`config.mk`:
```
export PLATFORM = sky130hd
export DESIGN_NAME = stall_guard_reg
export DESIGN_NICKNAME = d
export VERILOG_FILES = /design/src/rtl/stall_pkg.sv /design/src/rtl/stall_datapath.sv /design/src/rtl/stall_control.sv /design/src/rtl/stall_guard_reg.sv
export SDC_FILE = /design/constraint.sdc
export NUM_CORES = 1
export LEC_CHECK = 0
export BUFFER_PORTS_ARGS = -buffer_cell sky130_fd_sc_hd__buf_4
export CAP_MARGIN = 20
export CORE_MARGIN = 1.5
export CORE_UTILIZATION = 45
export CTS_BUF_LIST = sky130_fd_sc_hd__clkbuf_4 sky130_fd_sc_hd__clkbuf_8 sky130_fd_sc_hd__clkbuf_16
export CTS_CLUSTER_SIZE = 12
export DETAILED_ROUTE_END_ITERATION = 8
export PLACE_DENSITY = 0.78
export SYNTH_ARGS = -nofsm -noshare
export SYNTH_HDL_FRONTEND = slang
export SYNTH_SLANG_ARGS = --single-unit
```
`constraint.sdc`:
```
create_clock -name clk -period 1.9 [get_ports clk]
set_input_delay 0.095 -clock clk [delete_from_list [all_inputs] [get_ports clk]]
set_output_delay 0.095 -clock clk [all_outputs]
set_load 0.02 [all_outputs]
```
`src/rtl/stall_pkg.sv`:
```
package stall_pkg;
  typedef enum logic [1:0] {
    CK_PARITY = 2'd0,
    CK_SPLIT  = 2'd1,
    CK_DUP    = 2'd2
  } codeKind_e;

  // strobes from control to datapath
  typedef struct packed {
    logic load;        // slave half may take the master value
    logic countStall;  // this cycle is a held cycle
  } ctrlStrobe_t;
endpackage

```
`src/rtl/stall_datapath.sv`:
```
module stall_datapath
  import stall_pkg::*;
#(
  parameter int W = 8,
  parameter codeKind_e CODE = CK_PARITY
) (
  input  logic        clk,
  input  logic        rst,
  input  logic [W-1:0] inWord,
  input  logic [W-1:0] faultMask,
  input  ctrlStrobe_t strobe,
  output logic [W-1:0] stateQ,
  output logic [W-1:0] nextSeen,
  output logic        errRaw
);
  localparam int HALF = W / 2;

  function automatic logic [W-1:0] nextFn(input logic [W-1:0] s, input logic [W-1:0] i);
    return {s[W-2:0], s[W-1]} ^ i;
  endfunction

  logic [W-1:0] nextPrimary;
  assign nextPrimary = nextFn(stateQ, inWord);
  assign nextSeen    = nextPrimary ^ faultMask;

  generate
    if (CODE == CK_PARITY) begin : gParity
      // rotation keeps parity, so the prediction needs only state and input
      logic predBit;
      assign predBit = (^stateQ) ^ (^inWord);
      assign errRaw  = predBit ^ (^nextSeen);


      parity_detect_chk: assert property (@(posedge clk) disable iff (rst)
        ($countones(faultMask) % 2 == 1) |-> errRaw);
    end else if (CODE == CK_SPLIT) begin : gSplit
      logic [W-1:0] rotState;
      logic predLo, predHi, missLo, missHi;
      assign rotState = {stateQ[W-2:0], stateQ[W-1]};
      assign predLo = (^rotState[HALF-1:0]) ^ (^inWord[HALF-1:0]);
      assign predHi = (^rotState[W-1:HALF]) ^ (^inWord[W-1:HALF]);
      assign missLo = predLo ^ (^nextSeen[HALF-1:0]);
      assign missHi = predHi ^ (^nextSeen[W-1:HALF]);
      assign errRaw = missLo | missHi;


      split_detect_chk: assert property (@(posedge clk) disable iff (rst)
        (($countones(faultMask[HALF-1:0]) % 2 == 1) ||
         ($countones(faultMask[W-1:HALF]) % 2 == 1)) |-> errRaw);
    end else begin : gDup
      logic [W-1:0] nextShadow;
      assign nextShadow = nextFn(stateQ, inWord);
      assign errRaw     = |(nextShadow ^ nextSeen);


      dup_detect_chk: assert property (@(posedge clk) disable iff (rst)
        (faultMask != '0) |-> errRaw);
    end
  endgenerate

  // each bit models a master-slave pair; load gates only the slave half
  always_ff @(posedge clk) begin
    if (rst) begin
      stateQ <= '0;
    end else if (strobe.load) begin
      stateQ <= nextSeen;
    end
  end


  hold_keeps_state_chk: assert property (@(posedge clk) disable iff (rst)
    errRaw |=> $stable(stateQ));
endmodule

```
`src/rtl/stall_control.sv`:
```
module stall_control
  import stall_pkg::*;
#(
  parameter int CNT_W = 8
) (
  input  logic             clk,
  input  logic             rst,
  input  logic             errIn,
  output ctrlStrobe_t      strobe,
  output logic [CNT_W-1:0] stallCnt
);
  localparam logic [CNT_W-1:0] CNT_MAX = {CNT_W{1'b1}};

  always_comb begin
    strobe.load       = ~errIn;
    strobe.countStall = errIn;
  end

  always_ff @(posedge clk) begin
    if (rst) begin
      stallCnt <= '0;
    end else if (strobe.countStall && (stallCnt != CNT_MAX)) begin
      stallCnt <= stallCnt + 1'b1;
    end
  end


  count_step_chk: assert property (@(posedge clk) disable iff (rst)
    (errIn && stallCnt != CNT_MAX) |=> (stallCnt == $past(stallCnt) + 1'b1));

  count_sat_chk: assert property (@(posedge clk) disable iff (rst)
    (stallCnt == CNT_MAX) |=> (stallCnt == CNT_MAX));

  count_idle_chk: assert property (@(posedge clk) disable iff (rst)
    !errIn |=> $stable(stallCnt));
endmodule

```
`src/rtl/stall_guard_reg.sv`:
```
module stall_guard_reg
  import stall_pkg::*;
#(
  parameter int W = 8,
  parameter int CNT_W = 8,
  parameter codeKind_e CODE = CK_PARITY
) (
  input  logic             clk,
  input  logic             rst,
  input  logic [W-1:0]     inWord,
  input  logic [W-1:0]     faultMask,
  output logic [W-1:0]     state,
  output logic [W-1:0]     dataOut,
  output logic             errFlag,
  output logic [CNT_W-1:0] stallCnt
);
  ctrlStrobe_t strobe;
  logic        errRaw;

  stall_datapath #(.W(W), .CODE(CODE)) uData (
    .clk(clk), .rst(rst), .inWord(inWord), .faultMask(faultMask),
    .strobe(strobe), .stateQ(state), .nextSeen(dataOut), .errRaw(errRaw)
  );

  stall_control #(.CNT_W(CNT_W)) uCtrl (
    .clk(clk), .rst(rst), .errIn(errRaw), .strobe(strobe), .stallCnt(stallCnt)
  );

  assign errFlag = errRaw;
endmodule

```
# Yosys cells after proc, flatten, opt, wreduce, memory -nomap -nowiden
# Cells that the tools add are included.
# classes
n_mul	0
n_eq_ne	1
n_reduce_logical	4
magnitude_cmp	0
addsub	1
div_mod_pow	0
shift	0
n_bitwise	4
muxes	0
# op_table
operator	count
parity 8 bit	3
XOR 8 bit	2
adder 8 x 1 -> 8 bit, second input constant	1
!= test 8 bit, second input constant	1
XOR 1 bit	2
logical AND 1 bit	1
# totals
n_memories	0
register_bits	16
word_cells	12
ramBits	0
latch_bits	0
input_bits	18
out_inout_bits	25
mem_bits_ro	0

# Logic depth before layout (Yosys ltp)
# depth
ltp_word	5
depth_mapped	7
ltp_nobuf	6

# By module
# Synthesis repeated with hierarchy kept, for this count alone.
# hier_totals
cells_unflattened	102
hier_area_um2	1013.5
# modules_own_cells
module	instances	seq_area_each_um2	area_each_um2	cells_per_inst
stall_datapath	1	160.2	554.3	56
stall_control	1	160.2	459.2	46

# Worst setup path before layout
# No wires, ideal clock.
# synth_timing
path_kind	register to register
start	register uCtrl.stallCnt[0]
end	register uCtrl.stallCnt[1]
synth_period_minus_slack_ns	1.441
path_stages_with_launch	6
arrival_time_ns	1.375
path_slack_ns	0.459
required_time_ns	1.834
cell_sequence	dfxtp_1 -> ha_1 -> nand4_1 -> inv_1 -> or3b_1 -> a21oi_2
# synth_via
elab_chain_cells	2
# synth_lines
item	line_no	text
start, declared	stall_control.sv:10	output logic [CNT_W-1:0] stallCnt
start signal, assigned	stall_control.sv:23	stallCnt <= stallCnt + 1'b1;
parallel branches: the longest is 2 deep, another holds adder 8 x 1 -> 8 bit	-	
# Parallel ways; which one is timed is not known.
# A chain may end at the register's enable or synchronous reset.

# Worst setup path after layout
# Ends and elaborated chain as after synthesis.

==> impl_metrics.env <==
export IMPL_layout_nets=162
export IMPL_ys_ff_latch=16
export IMPL_syn_area_per_cell_um2=9.15
export IMPL_synth_top_area_share_pct=35.7
export IMPL_clock_sinks=16
export IMPL_finClkSkew_ns=0.00185
export IMPL_path_buf_inv=1
export IMPL_dr_first_iter_drc_count=5
export IMPL_cp_arrival_ns=1.71
export IMPL_portBuffers=42
export IMPL_syn_inst=98
export IMPL_grt_use_total_pct=21.5
export IMPL_die_w_um=47.7
export IMPL_drt_total_wl_um=2090
export IMPL_die_area_um2=2270
export IMPL_drc=0
export IMPL_diodes=0
export IMPL_peakVddDrop_mv=0.698
export IMPL_worstMarginPinSlew_ns=0.467
export IMPL_clockBufferDepth=2
export IMPL_dpl_cell_count=163
export IMPL_slew_headroom_pct=68.7
export IMPL_grt_pass1_wl_um=3270
export IMPL_synth_warnings=0
export IMPL_die_y_um=47.7
export IMPL_cts_hold_buf=0
export IMPL_rows=15
export IMPL_post_cts_setup_buffers=0
export IMPL_synth_xor_area_share_pct=22.5
export IMPL_routed_via_density=5.15
export IMPL_drt_pass1_iterations=4
export IMPL_ys_async_sr_fraction_pct=0
export IMPL_yosysUniqueCellTypes=25
export IMPL_synthAdderAreaFrac_pct=1.39
export IMPL_antenna_found_initial=0
export IMPL_insertion_delay_ns=0.29
export IMPL_path_max_fanout=5
export IMPL_period_needed_ns=1.48
export IMPL_finalWeightedCongestion=0.818
export IMPL_hpwl_um=1640
export IMPL_num_io_pins=43
export IMPL_clk_pin_slew_worst_paths_ns=0.10
export IMPL_synthTopCellsByArea="dfxtp_1 36%, xnor2_1 22%, mux2i_1 8.9%"
export IMPL_start_util_pct=49.8
export IMPL_synth_simple_gate_area_share_pct=15.5
export IMPL_hold_class="in -> reg"
export IMPL_max_stage_delay_ns=0.40
export IMPL_yosysSeqAreaShare_pct=35.7
export IMPL_period_share_pct=77.8
export IMPL_stdcell_count=167
export IMPL_hold_violations=0
export IMPL_core_region_area_um2=1800
export IMPL_synth_top_family_by_area="XOR/XNOR gates"
export IMPL_synth_compound_area_share_pct=10.5
export IMPL_mappedNetlistNets=117
export IMPL_drive_gt1_share_pct=35.2
export IMPL_total_leakage_power_nw=0.548
export IMPL_cpMaxStageDelayCell="or3b_1"
export IMPL_grt_pass1_vias=766
export IMPL_status="completed"
export IMPL_synth_most_common_cell="xnor2_1"
export IMPL_critical_path_cell_chain="ha_1, nand4_1, inv_1, or3b_1, a21oi_2"
export IMPL_setup_viol=0
export IMPL_vias=860
export IMPL_synth_area_um2=897
export IMPL_timing_setup_tns_ns=0
export IMPL_drv_cap=0
export IMPL_grt_max_degree=17
export IMPL_muxShareOfSynthArea_pct=8.93
export IMPL_rsz0062_at_grt="false"
export IMPL_ctsResizeCount=0
export IMPL_cts_root_buf="clkbuf_4"
export IMPL_wl_per_cell_um=12.5
export IMPL_power_density_nw_per_um2=1190
export IMPL_synth_top_area_cell="dfxtp_1"
export IMPL_final_util_pct=70.1
export IMPL_critPathKind="reg -> reg"
export IMPL_grt_overflow=0
export IMPL_synth_ff_type="dfxtp_1"
export IMPL_worst_setup_path_end_kind="flop"
export IMPL_critical_path_top_delay_family="simple AND/OR/NAND/NOR gates"
export IMPL_synth_edff_count=0
export IMPL_cp_required_ns=2.13
export IMPL_ant_nets=0
export IMPL_cts_tree="yes"
export IMPL_cts_buffers=3
export IMPL_area_growth_pct=40.9
export IMPL_slew_viol_final=0
export IMPL_synth_commonest_cells="23 x xnor2_1, 16 x dfxtp_1, 9 x nor2_1"
export IMPL_critPathLaunchType="flop"
export IMPL_clock_fmax_mhz=677
export IMPL_htree_levels=1
export IMPL_nFillCells=146
[kinds of logic after synthesis]
group                      after synthesis
xor gates and xnor gates                23
AOI/OAI and AO/OA                       16
and+or+nand+nor                         27
muxes                                    8
adders and majority gates                1
buffers and inverters                    7
DFF                                     16
[where the power goes]
part	leakage [nW]	switching (mW)	internal, mW
Clock	0.0210	0.114	0.117
Sequential	0.131	0.0645	0.401
Combinational	0.396	0.430	0.373
Total	0.548	0.609	0.891
[final timing paths]
kind | start | end | slack, ns | depth (start not counted)
setup / recovery | uCtrl.stallCnt[0]$_SDFFE_PP0P_ | uCtrl.stallCnt[1]$_SDFFE_PP0P_ | 0.42 | 5
hold reg to reg | uCtrl.stallCnt[6]$_SDFFE_PP0P_ | uCtrl.stallCnt[6]$_SDFFE_PP0P_ | 0.52 | 1
setup reg to reg | uCtrl.stallCnt[0]$_SDFFE_PP0P_ | uCtrl.stallCnt[1]$_SDFFE_PP0P_ | 0.42 | 5
hold / removal | rst | uCtrl.stallCnt[1]$_SDFFE_PP0P_ | 0.08 | 2
[routing by layer]
| metal | up-vias | wire (µm) | GRT usage [%] |
|---|---|---|---|
| li1 | 420 | - | - |
| met1 | 406 | 862 | 23.5 |
| met2 | 30 | 1080 | 37.8 |
| met3 | 4 | 100 | 5.66 |
| met4 | 0 | 42 | 11.4 |
| met5 | - | 0 | 0 |
[flip-flops by register name (all words and copies together) (netlist names)]
signal and cells:
uData.stateQ 8, uCtrl.stallCnt 8
[area by class of cell]
type,instances,area [µm²],area share (%)
Clock buffer,4,36.3,2.87
Inverter,3,11.3,0.891
Multi-Input combinational cell,75,534,42.3
Sequential cell,16,320,25.3
Tap cell,25,31.3,2.48
Timing Repair Buffer,44,330,26.1
[layout by cell type (no fill, tap or decap), drive strengths merged]
cell    netlist  final
buf           3     44
and3          1      1
o31ai         1      1
nand3         1      1
dfxtp        16     16
a211oi        1      1
mux2i         8      8
inv           3      3
xnor2        23     23
or3b          1      1
ha            1      1
o21ai         6      6
nor3          1      1
clkbuf        1      4
nand2         4      4
a21oi         7      7
and4          1      1
nand4         3      3
or3           6      6
o21ba         1      1
nor2          9      9
[per-stage QoR]
stage / cell area, µm² / worst slack (ns) / hold WS [ns] / total power, mW
finish: 1260 / 0.422 / 0.0757 / 1.50
global route: 1260 / 0.317 / 0.0648 / 1.59
CTS: 1260 / 0.424 / 0.0750 / 1.51
detailed placement: 1230 / 0.280 / 0.385 / 1.28
global placement: 1230 / 0.335 / 0.385 / 1.26
floorplan: 897 / 0.459 / 0.372 / 0.991
Note: power is estimated with default switching activity, not from simulation.
